[config.mk]
export PLATFORM = sky130hd
export DESIGN_NAME = gpx_port_bank
export DESIGN_NICKNAME = d
export VERILOG_FILES = /design/src/rtl/gpx_pkg.sv /design/src/rtl/gpx_sync2.sv /design/src/rtl/gpx_change_det.sv /design/src/rtl/gpx_rdmux.sv /design/src/rtl/gpx_port_bank.sv
export SDC_FILE = /design/constraint.sdc
export NUM_CORES = 1
export LEC_CHECK = 0
export CORE_MARGIN = 2
export CORE_UTILIZATION = 44
export CTS_BUF_LIST = sky130_fd_sc_hd__clkbuf_8
export CTS_CLUSTER_DIAMETER = 30
export DETAILED_ROUTE_END_ITERATION = 8
export PLACE_DENSITY = 0.78
export SLEW_MARGIN = 30
export SYNTH_ARGS = -nofsm -noshare
export SYNTH_HDL_FRONTEND = slang
export SYNTH_SLANG_ARGS = --single-unit
[constraint.sdc]
create_clock -name clk -period 1.3 [get_ports clk]
set_clock_uncertainty 0.1 [all_clocks]
set_input_delay 0.13 -clock clk [delete_from_list [all_inputs] [get_ports clk]]
set_output_delay 0.13 -clock clk [all_outputs]
set_load 0.02 [all_outputs]
[src/rtl/gpx_pkg.sv]
package gpx_pkg;

    typedef enum logic [1:0] {
        SEL_IN  = 2'd0,
        SEL_OUT = 2'd1,
        SEL_POL = 2'd2,
        SEL_CFG = 2'd3
    } gpx_sel_e;

endpackage

[src/rtl/gpx_sync2.sv]
module gpx_sync2 #(
    parameter int          W       = 4,
    parameter logic [W-1:0] RST_VAL = '1
) (
    input  logic         clk,
    input  logic         rst_n,
    input  logic [W-1:0] async_in,
    output logic [W-1:0] stage1,
    output logic [W-1:0] stage2
);
    logic [W-1:0] s1_d, s1_q, s2_d, s2_q;

    always_comb begin
        s1_d = async_in;
        s2_d = s1_q;
    end

    always_ff @(posedge clk or negedge rst_n) begin
        if (!rst_n) begin
            s1_q <= RST_VAL;
            s2_q <= RST_VAL;
        end else begin
            s1_q <= s1_d;
            s2_q <= s2_d;
        end
    end

    assign stage1 = s1_q;
    assign stage2 = s2_q;
endmodule

[src/rtl/gpx_change_det.sv]
module gpx_change_det #(
    parameter int W = 4
) (
    input  logic         clk,
    input  logic         rst_n,
    input  logic [W-1:0] in_mask_d,
    input  logic [W-1:0] level_d,
    input  logic [W-1:0] snap_d,
    output logic         irq_q
);
    logic         irq_d;
    logic [W-1:0] diff;

    always_comb begin
        diff  = in_mask_d & (level_d ^ snap_d);
        irq_d = |diff;
    end

    always_ff @(posedge clk or negedge rst_n) begin
        if (!rst_n) irq_q <= 1'b0;
        else        irq_q <= irq_d;
    end
endmodule

[src/rtl/gpx_rdmux.sv]
module gpx_rdmux
    import gpx_pkg::*;
#(
    parameter int W     = 4,
    parameter int REG_W = 8
) (
    input  gpx_sel_e         sel,
    input  logic [W-1:0]     level,
    input  logic [W-1:0]     pol,
    input  logic [W-1:0]     outr,
    input  logic [W-1:0]     cfg,
    output logic [REG_W-1:0] data
);
    localparam int PAD_W = REG_W - W;

    always_comb begin
        unique case (sel)
            SEL_IN:  data = {{PAD_W{1'b1}}, level ^ pol};
            SEL_OUT: data = {{PAD_W{1'b1}}, outr};
            SEL_POL: data = {{PAD_W{1'b0}}, pol};
            default: data = {{PAD_W{1'b1}}, cfg};
        endcase
    end
endmodule

[src/rtl/gpx_port_bank.sv]
module gpx_port_bank
    import gpx_pkg::*;
#(
    parameter int PINS  = 4,
    parameter int REG_W = 8
) (
    input  logic             clk,
    input  logic             rst_n,
    input  logic             wr_en,
    input  logic             rd_en,
    input  logic [1:0]       reg_sel,
    input  logic [REG_W-1:0] wr_data,
    output logic [REG_W-1:0] rd_data,
    input  logic [PINS-1:0]  pin_in,
    output logic [PINS-1:0]  pin_oe,
    output logic [PINS-1:0]  pin_out,
    output logic             irq_low_en
);
    localparam logic [PINS-1:0] ONES = '1;
    localparam logic [PINS-1:0] ZERO = '0;

    typedef struct packed {
        logic [PINS-1:0] outr;
        logic [PINS-1:0] pol;
        logic [PINS-1:0] cfg;
        logic [PINS-1:0] snap;
    } bank_t;

    localparam bank_t BANK_RST = '{outr: ONES, pol: ZERO, cfg: ONES, snap: ONES};

    bank_t           st_d, st_q;
    gpx_sel_e        sel;
    logic [PINS-1:0] smp_nx;
    logic [PINS-1:0] smp_q;

    assign sel = gpx_sel_e'(reg_sel);

    gpx_sync2 #(.W(PINS), .RST_VAL(ONES)) u_sync (
        .clk      (clk),
        .rst_n    (rst_n),
        .async_in (pin_in),
        .stage1   (smp_nx),
        .stage2   (smp_q)
    );

    always_comb begin
        st_d = st_q;
        if (wr_en) begin
            unique case (sel)
                SEL_OUT: st_d.outr = wr_data[PINS-1:0];
                SEL_POL: st_d.pol  = wr_data[PINS-1:0];
                SEL_CFG: st_d.cfg  = wr_data[PINS-1:0];
                default: ;
            endcase
        end
        if (rd_en && sel == SEL_IN) begin
            st_d.snap = smp_q;
        end
    end

    always_ff @(posedge clk or negedge rst_n) begin
        if (!rst_n) st_q <= BANK_RST;
        else        st_q <= st_d;
    end

    gpx_change_det #(.W(PINS)) u_det (
        .clk       (clk),
        .rst_n     (rst_n),
        .in_mask_d (st_d.cfg),
        .level_d   (smp_nx),
        .snap_d    (st_d.snap),
        .irq_q     (irq_low_en)
    );

    gpx_rdmux #(.W(PINS), .REG_W(REG_W)) u_rd (
        .sel   (sel),
        .level (smp_q),
        .pol   (st_q.pol),
        .outr  (st_q.outr),
        .cfg   (st_q.cfg),
        .data  (rd_data)
    );

    assign pin_oe  = ~st_q.cfg;
    assign pin_out = st_q.outr;
endmodule

==> results of run 1 <==
-- power by group through the flow --
stage | Clock [mW] | Combinational [mW] | Sequential [mW]
2_1_floorplan | 0 | 0.408 | 1.04
3_3_place_gp | 0 | 0.754 | 1.03
3_5_place_dp | 0 | 0.770 | 1.04
4_1_cts | 0.488 | 0.787 | 1.03
5_1_grt | 0.530 | 0.887 | 1.05
6_report | 0.467 | 0.828 | 1.03
-- layer usage --
layer | vias to the layer above | GRT usage, % | share of wire (%)
met4 | 0 | 2.33 | 0.30
met2 | 23 | 32.0 | 53
met3 | 2 | 4.91 | 3.8
li1 | 493 | - | -
met1 | 490 | 22.3 | 43
met5 | - | 0 | 0
-- cell families after synthesis --
family                 synth area share (%)
AO/OA/AOI/OAI                          8.27
XOR/XNOR                               1.28
buffers and inverters                  7.38
flip-flops                             51.2
multiplexers                           11.7
AND/OR/NAND/NOR                        20.2
-- cell type report --
class,instances,area (um^2),share of cell area [%]
sequential,25,651,34.9
multi-input combinational,77,582,31.2
timing repair buffer,52,526,28.2
clock buffer,3,41.3,2.21
tap,31,38.8,2.08
inverter,5,18.8,1.01
clock inverter,1,7.51,0.403
-- stage by stage --
stage | util, % | setup WS, ps | hold slack, ps
final | 67.6 | -173 | 95.5
after floorplan | - | -121 | -266
after global routing | 67.6 | -245 | 91.1
after CTS | 65.9 | -199 | 93.2
after global placement | 62.8 | -696 | 272
after detailed placement | 62.8 | -729 | 276
-- timing repair --
item                       in CTS  in global routing
hold buffers                    0                  0
pin swaps                       8                  4
setup endpoints to repair      30                 14
resized for setup              92                 16
setup buffers                   2                  3
-- state kept, by name, indices dropped and copies added, names as in the netlist --
name and count:
st_q 12, u_det.irq_q 1, pin_out 4, u_sync.stage2 4
u_sync.stage1 4
-- cell usage after synthesis (3+ instances only) --
master,instances
sky130_fd_sc_hd__inv_1,5
sky130_fd_sc_hd__nor3b_1,12
sky130_fd_sc_hd__a21oi_1,4
sky130_fd_sc_hd__dfstp_2,20
sky130_fd_sc_hd__o21ai_0,4
sky130_fd_sc_hd__nand2b_1,5
sky130_fd_sc_hd__dfrtp_1,5
sky130_fd_sc_hd__buf_4,7
sky130_fd_sc_hd__clkbuf_1,3
sky130_fd_sc_hd__nand2_1,17
sky130_fd_sc_hd__o41ai_1,3
sky130_fd_sc_hd__mux2_2,11
sky130_fd_sc_hd__a22oi_1,4
sky130_fd_sc_hd__nor2_1,8
-- critical path, stage by stage (launching register included) --
cell and delay [ps]:
sky130_fd_sc_hd__dfstp_2 580, sky130_fd_sc_hd__buf_6 100, sky130_fd_sc_hd__a22oi_2 40, sky130_fd_sc_hd__o21ai_2 120
sky130_fd_sc_hd__buf_6 130
-- worst max path at each step --
stage                     depth (start not counted)             start          end
after floorplan                                   5        reg_sel[1]  u_det.irq_q
after global placement                            7        reg_sel[0]   rd_data[3]
after detailed placement                          7        reg_sel[0]   rd_data[3]
after CTS                                         4  u_sync.stage2[1]   rd_data[1]
after global routing                              4  u_sync.stage2[1]   rd_data[1]
final                                             4  u_sync.stage2[1]   rd_data[1]
==> flow_summary.json, run 1 <==
{
  "synth.ff_latch_count": 25,
  "core_area_um2": 2760,
  "first_global_vias": 1003,
  "layout-area-overhead-vs-synth_pct": 46.7,
  "gp_congestion": 0.809,
  "mappedNetlistNets": 136,
  "synthTopCellsByArea": "sky130_fd_sc_hd__dfstp_2 (41%), sky130_fd_sc_hd__dfrtp_1 (9.8%), sky130_fd_sc_hd__mux2_2 (9.7%)",
  "grt_max_degree": 26,
  "critPathLaunchType": "flop",
  "clk-insertion-delay-late_ps": 270,
  "post_synth_num_cell_types": 23,
  "rr_startpoint": "u_sync.stage1[2]",
  "mostFrequentLayoutCell": "sky130_fd_sc_hd__dfstp_2",
  "drt-initial-drc-count": 32,
  "worst-endpoint-required_ps": 1070,
  "asyncSetResetFlopFracSynth_pct": 100,
  "antenna-diode-count": 0,
  "post_synth.cell_area_avg_um2": 10.8,
  "final.fill_count": 210,
  "drive_gt1_share_pct": 55.2,
  "grt_overflow_total": 0,
  "worst_setup_end_kind": "primary output",
  "violated_checks": "setup timing",
  "run_status": "complete, but fails checks",
  "ant_nets": 0,
  "placed_wire_length_estimate_after_detailed_placement_um": 1940,
  "final_critical_path_setup_slack_ps": -173,
  "groute.usage.overall_pct": 17.9,
  "tritoncts_num_sinks": 25,
  "start_util_pct": 46.1,
  "detail_route.drc_violations": 0,
  "grt_first_pass_wirelength_um": 4640,
  "routed_via_density": 5.20,
  "cts_tree": "done",
  "clock_slew_seen_by_the_registers_of_the_worst_setup_and_hold_paths_ps": 90,
  "pwr_density_cell_nw_per_um2": 1250,
  "pwr-share-seq_pct": 44.4,
  "synth.yosys.warnings": 0,
  "cap_violations": 0,
  "crit_type": "reg -> out",
  "fmax_ghz": 0.679,
  "final_setup_violating_endpoints": 5,
  "grt_setup_unrepaired": "true",
  "critical_path.max_fanout": 3,
  "postRouteWirelength_um": 2680,
  "dominantRegCellSynth": "sky130_fd_sc_hd__dfstp_2",
  "totalPowerFinal_mw": 2.33,
  "postSynthCellCount": 118,
  "final-hold-violation-count": 0,
  "hold_path_class": "in -> async",
  "netlist.area_leader.share_pct": 41.3,
  "antenna_violations_before_repair": 0,
  "min_period_ps": 1470,
  "std_cell_rows": 19,
  "max_clock_buf_depth": 2,
  "place_inst": 189,
  "detailed_place.area_um2": 1730,
  "setup_tns_ps": -676,
  "die_height_um": 57.8,
  "net-switching-power_mw": 0.702,
  "design.portCount": 35,
  "max-slew-margin-rel_pct": 78.3,
  "h-tree-depth": 1,
  "power_frac_comb_pct": 35.6,
  "synthDominantAreaCellType": "sky130_fd_sc_hd__dfstp_2",
  "vias": 1008,
  "synth_sequential_area_ratio_pct": 51.2,
  "rr_worst_depth": 3,
  "slew_violations": 0,
  "routed_wire_length_per_instance_um": 13.8,
  "tightestPinTransition_ps": 321,
  "fp.dieW_um": 57.8,
  "p_int_mw": 1.63,
  "synthesis.area_um2": 1270,
  "nNetsFinal": 182,
  "layout_common_cells": "sky130_fd_sc_hd__dfstp_2 (20), sky130_fd_sc_hd__buf_6 (18), sky130_fd_sc_hd__nand2_1 (17), sky130_fd_sc_hd__buf_4 (14), sky130_fd_sc_hd__mux2_2 (11)",
  "critPathArrivalTime_ps": 1240,
  "cts_root_buffer": "sky130_fd_sc_hd__clkbuf_8",
  "synth-edff-count": 0,
  "fin_cells": 194,
  "p_leak_nw": 0.801,
  "final_min_period_over_clock_period_pct": 113,
  "power.switching_fraction_pct": 30.1,
  "cts_made_buffers": 3,
  "flop2flop_setup_slack_ps": -110,
  "dr.pass1.iters": 4,
  "pwr-share-clk_pct": 20.1,
  "rr_endpoint": "u_det.irq_q",
  "numPortBuffers": 30,
  "finalInstanceArea_um2": 1860,
  "vdd_ir_drop_max_mv": 1.13,
  "design.die.area_um2": 3340
}
No activity file was read; power rests on OpenSTA's default activity.
==> run 2, diff against run 1 <==
PLACE_DENSITY = 0.79   (was 0.78)
SYNTH_HIERARCHICAL = 1   (was unset)
==> flow_summary.json, run 2 <==
{
  "violated_checks": "setup timing",
  "design.die.area_um2": 3150,
  "routed_via_density": 5.07,
  "vias": 856,
  "layout-area-overhead-vs-synth_pct": 47.7,
  "worst-endpoint-required_ps": 1070,
  "combinational_family_with_the_most_area_after_synthesis": "multiplexers",
  "tritoncts_num_sinks": 25,
  "synth.ff_latch_count": 25,
  "top_count_cell_post_synth": "sky130_fd_sc_hd__dfstp_2",
  "ant_nets": 0,
  "layout_common_cells": "sky130_fd_sc_hd__buf_4 (21), sky130_fd_sc_hd__dfstp_2 (20), sky130_fd_sc_hd__mux2_2 (11), sky130_fd_sc_hd__buf_6 (10)",
  "final-hold-violation-count": 0,
  "drive_gt1_share_pct": 63.3,
  "cts_tree": "done",
  "clk-insertion-delay-late_ps": 270,
  "critical-path-max-stage-delay_ps": 410,
  "mappedNetlistNets": 109,
  "detailed_place.area_um2": 1620,
  "post_synth_fa_ha_maj_area_fraction_pct": 0,
  "timing.critical_path.cells": "mux2_4, a21oi_1, o21ai_1, buf_2",
  "met3_length_um": 128,
  "final_core_util_pct": 70.0,
  "synthDominantAreaCellType": "sky130_fd_sc_hd__dfstp_2",
  "dr.pass1.iters": 4,
  "max-slew-margin-rel_pct": 79.5,
  "netlist.area_leader.share_pct": 43.9,
  "grt_first_pass_wirelength_um": 4290,
  "synth-edff-count": 0,
  "finalInstanceArea_um2": 1770,
  "cts_root_buffer": "sky130_fd_sc_hd__clkbuf_8",
  "synthMuxAreaShare_pct": 20.1,
  "cts-hold-fix-buffers": 0,
  "met1Wirelength_um": 1150,
  "critPathBufInv": 1,
  "pwr_density_cell_nw_per_um2": 1310,
  "first_global_vias": 920,
  "std_cell_rows": 18,
  "gp_congestion": 0.828,
  "grt_overflow_total": 0,
  "postSynthCellCount": 91,
  "synth_commonest_cells": "sky130_fd_sc_hd__dfstp_2 (20), sky130_fd_sc_hd__mux2_2 (16), sky130_fd_sc_hd__buf_4 (8)",
  "numPortBuffers": 30,
  "critical_path.max_fanout": 4,
  "fmax_ghz": 0.632,
  "synthTopCellsByArea": "sky130_fd_sc_hd__dfstp_2 (44%), sky130_fd_sc_hd__mux2_2 (15%), sky130_fd_sc_hd__dfrtp_1 (10%)",
  "core_area_um2": 2520,
  "grt_max_degree": 26,
  "synth.yosys.warnings": 6,
  "postRouteWirelength_um": 2660,
  "critPathArrivalTime_ps": 1350,
  "tightestPinTransition_ps": 307,
  "synth_simple_gate_area_share_pct": 7.85,
  "synth_sequential_area_ratio_pct": 54.4,
  "cpMaxStageDelayCell": "sky130_fd_sc_hd__dfrtp_1",
  "placed_wire_length_estimate_after_detailed_placement_um": 1660,
  "critPathLaunchType": "flop",
  "run_status": "complete, but fails checks",
  "synth_compound_area_share_pct": 7.11,
  "hold_path_class": "in -> async",
  "clock_slew_seen_by_the_registers_of_the_worst_setup_and_hold_paths_ps": 90,
  "asyncSetResetFlopFracSynth_pct": 100,
  "vdd_ir_drop_max_mv": 1.08,
  "nNetsFinal": 158,
  "max_flop_register": "st_q",
  "worst_setup_end_kind": "primary output",
  "mostFrequentLayoutCell": "sky130_fd_sc_hd__buf_4",
  "fp.dieW_um": 56.1,
  "number_of_flip_flops_in_the_largest_register": 12,
  "groute.usage.overall_pct": 17.6,
  "p_leak_nw": 0.790,
  "detail_route.drc_violations": 0,
  "slew_violations": 0,
  "start_util_pct": 47.4,
  "crit_type": "reg -> out",
  "die_height_um": 56.1,
  "final_min_period_over_clock_period_pct": 122,
  "topRoutingLayerUsed": "met4",
  "route.met2.wl_um": 1330,
  "cts_made_buffers": 3,
  "final_critical_path_setup_slack_ps": -281,
  "grt_setup_unrepaired": "true",
  "max_clock_buf_depth": 2,
  "h-tree-depth": 1,
  "antenna-diode-count": 0,
  "final_setup_violating_endpoints": 5,
  "cell_family_contributing_the_most_delay_on_the_critical_path": "flip-flops",
  "post_synth.cell_area_avg_um2": 13.1,
  "design.portCount": 35,
  "totalPowerFinal_mw": 2.32,
  "synthesis.area_um2": 1200,
  "cap_violations": 0,
  "pre_cts_ws_ps": -826,
  "routed_wire_length_per_instance_um": 15.8,
  "post_synth_num_cell_types": 19,
  "min_period_ps": 1580,
  "dominantRegCellSynth": "sky130_fd_sc_hd__dfstp_2",
  "drt-initial-drc-count": 13,
  "antenna_violations_before_repair": 0,
  "synth_xor_xnor_area_share_pct": 2.93
}
==> run 2: cells by family after synthesis <==
family                    after synthesis
muxes                                  20
and+or+nand+nor                        14
buffers and inverters                  14
xor gates and xnor gates                4
DFF                                    25
AOI/OAI and AO/OA                      14
==> run 2: routing by layer <==
layer	vias to the layer above	GRT usage, %
met5	-	0
met4	0	6.46
met3	5	3.72
met2	26	29.1
met1	416	22.6
li1	409	-
==> run 2: repair_timing <==
| item | CTS | global route |
|---|---|---|
| resized for setup | 83 | 15 |
| cloned | 1 | 0 |
| pin swaps | 4 | 4 |
| setup endpoints to repair | 34 | 17 |
| setup buffers | 4 | 4 |
==> run 2: path summary, 6_finish.rpt <==
path / startpoint / to / slack [ps] / cells past startpoint
max: st_q[10] / rd_data[2] / -280 / 4
min: rst_n / st_q[10] / 120 / 2
max reg2reg: u_sync/stage2[0] / u_det/irq_q / 30 / 4
min reg2reg: u_sync/stage1[1] / u_sync/stage2[1] / 270 / 0
max in group asynchronous: rst_n / pin_out[1] / 750 / 2
min in group clk: pin_in[2] / u_sync/stage1[2] / 160 / 1
==> run 2: final cells by class <==
type | count | area (um^2)
Clock buffer | 3 | 41.3
Clock inverter | 1 | 3.75
Fill cell | 181 | 756
Inverter | 4 | 17.5
Multi-Input combinational cell | 52 | 482
Sequential cell | 25 | 651
Tap cell | 30 | 37.5
Timing Repair Buffer | 54 | 534
==> run 2: worst register-to-register path, cell delays in order (launching register included) <==
cell and delay [ps]:
sky130_fd_sc_hd__dfstp_2 390, sky130_fd_sc_hd__mux2_4 270, sky130_fd_sc_hd__xor2_1 140, sky130_fd_sc_hd__a22oi_1 170, sky130_fd_sc_hd__nand2_1 80
==> run 2: where the power goes <==
group | switching (mW) | internal [mW]
Combinational | 0.365 | 0.479
Sequential | 0.0681 | 0.957
Clock | 0.236 | 0.211
Total | 0.669 | 1.65
==> run 2: stage by stage <==
| stage | hold WS [ps] | setup TNS [ps] | std cells |
|---|---|---|---|
| CTS | 100 | -1010 | 166 |
| global route | 133 | -1430 | 169 |
| finish | 123 | -1060 | 169 |
| global placement | 261 | -12300 | 157 |
| floorplan | -266 | -35.3 | 91 |
| detailed placement | 263 | -12880 | 157 |
==> run 3, diff against run 2 <==
SKIP_LAST_GASP = 1   (was unset)
==> results of run 3 <==
The final DEF is identical to that of run 2; final timing and power are the same.
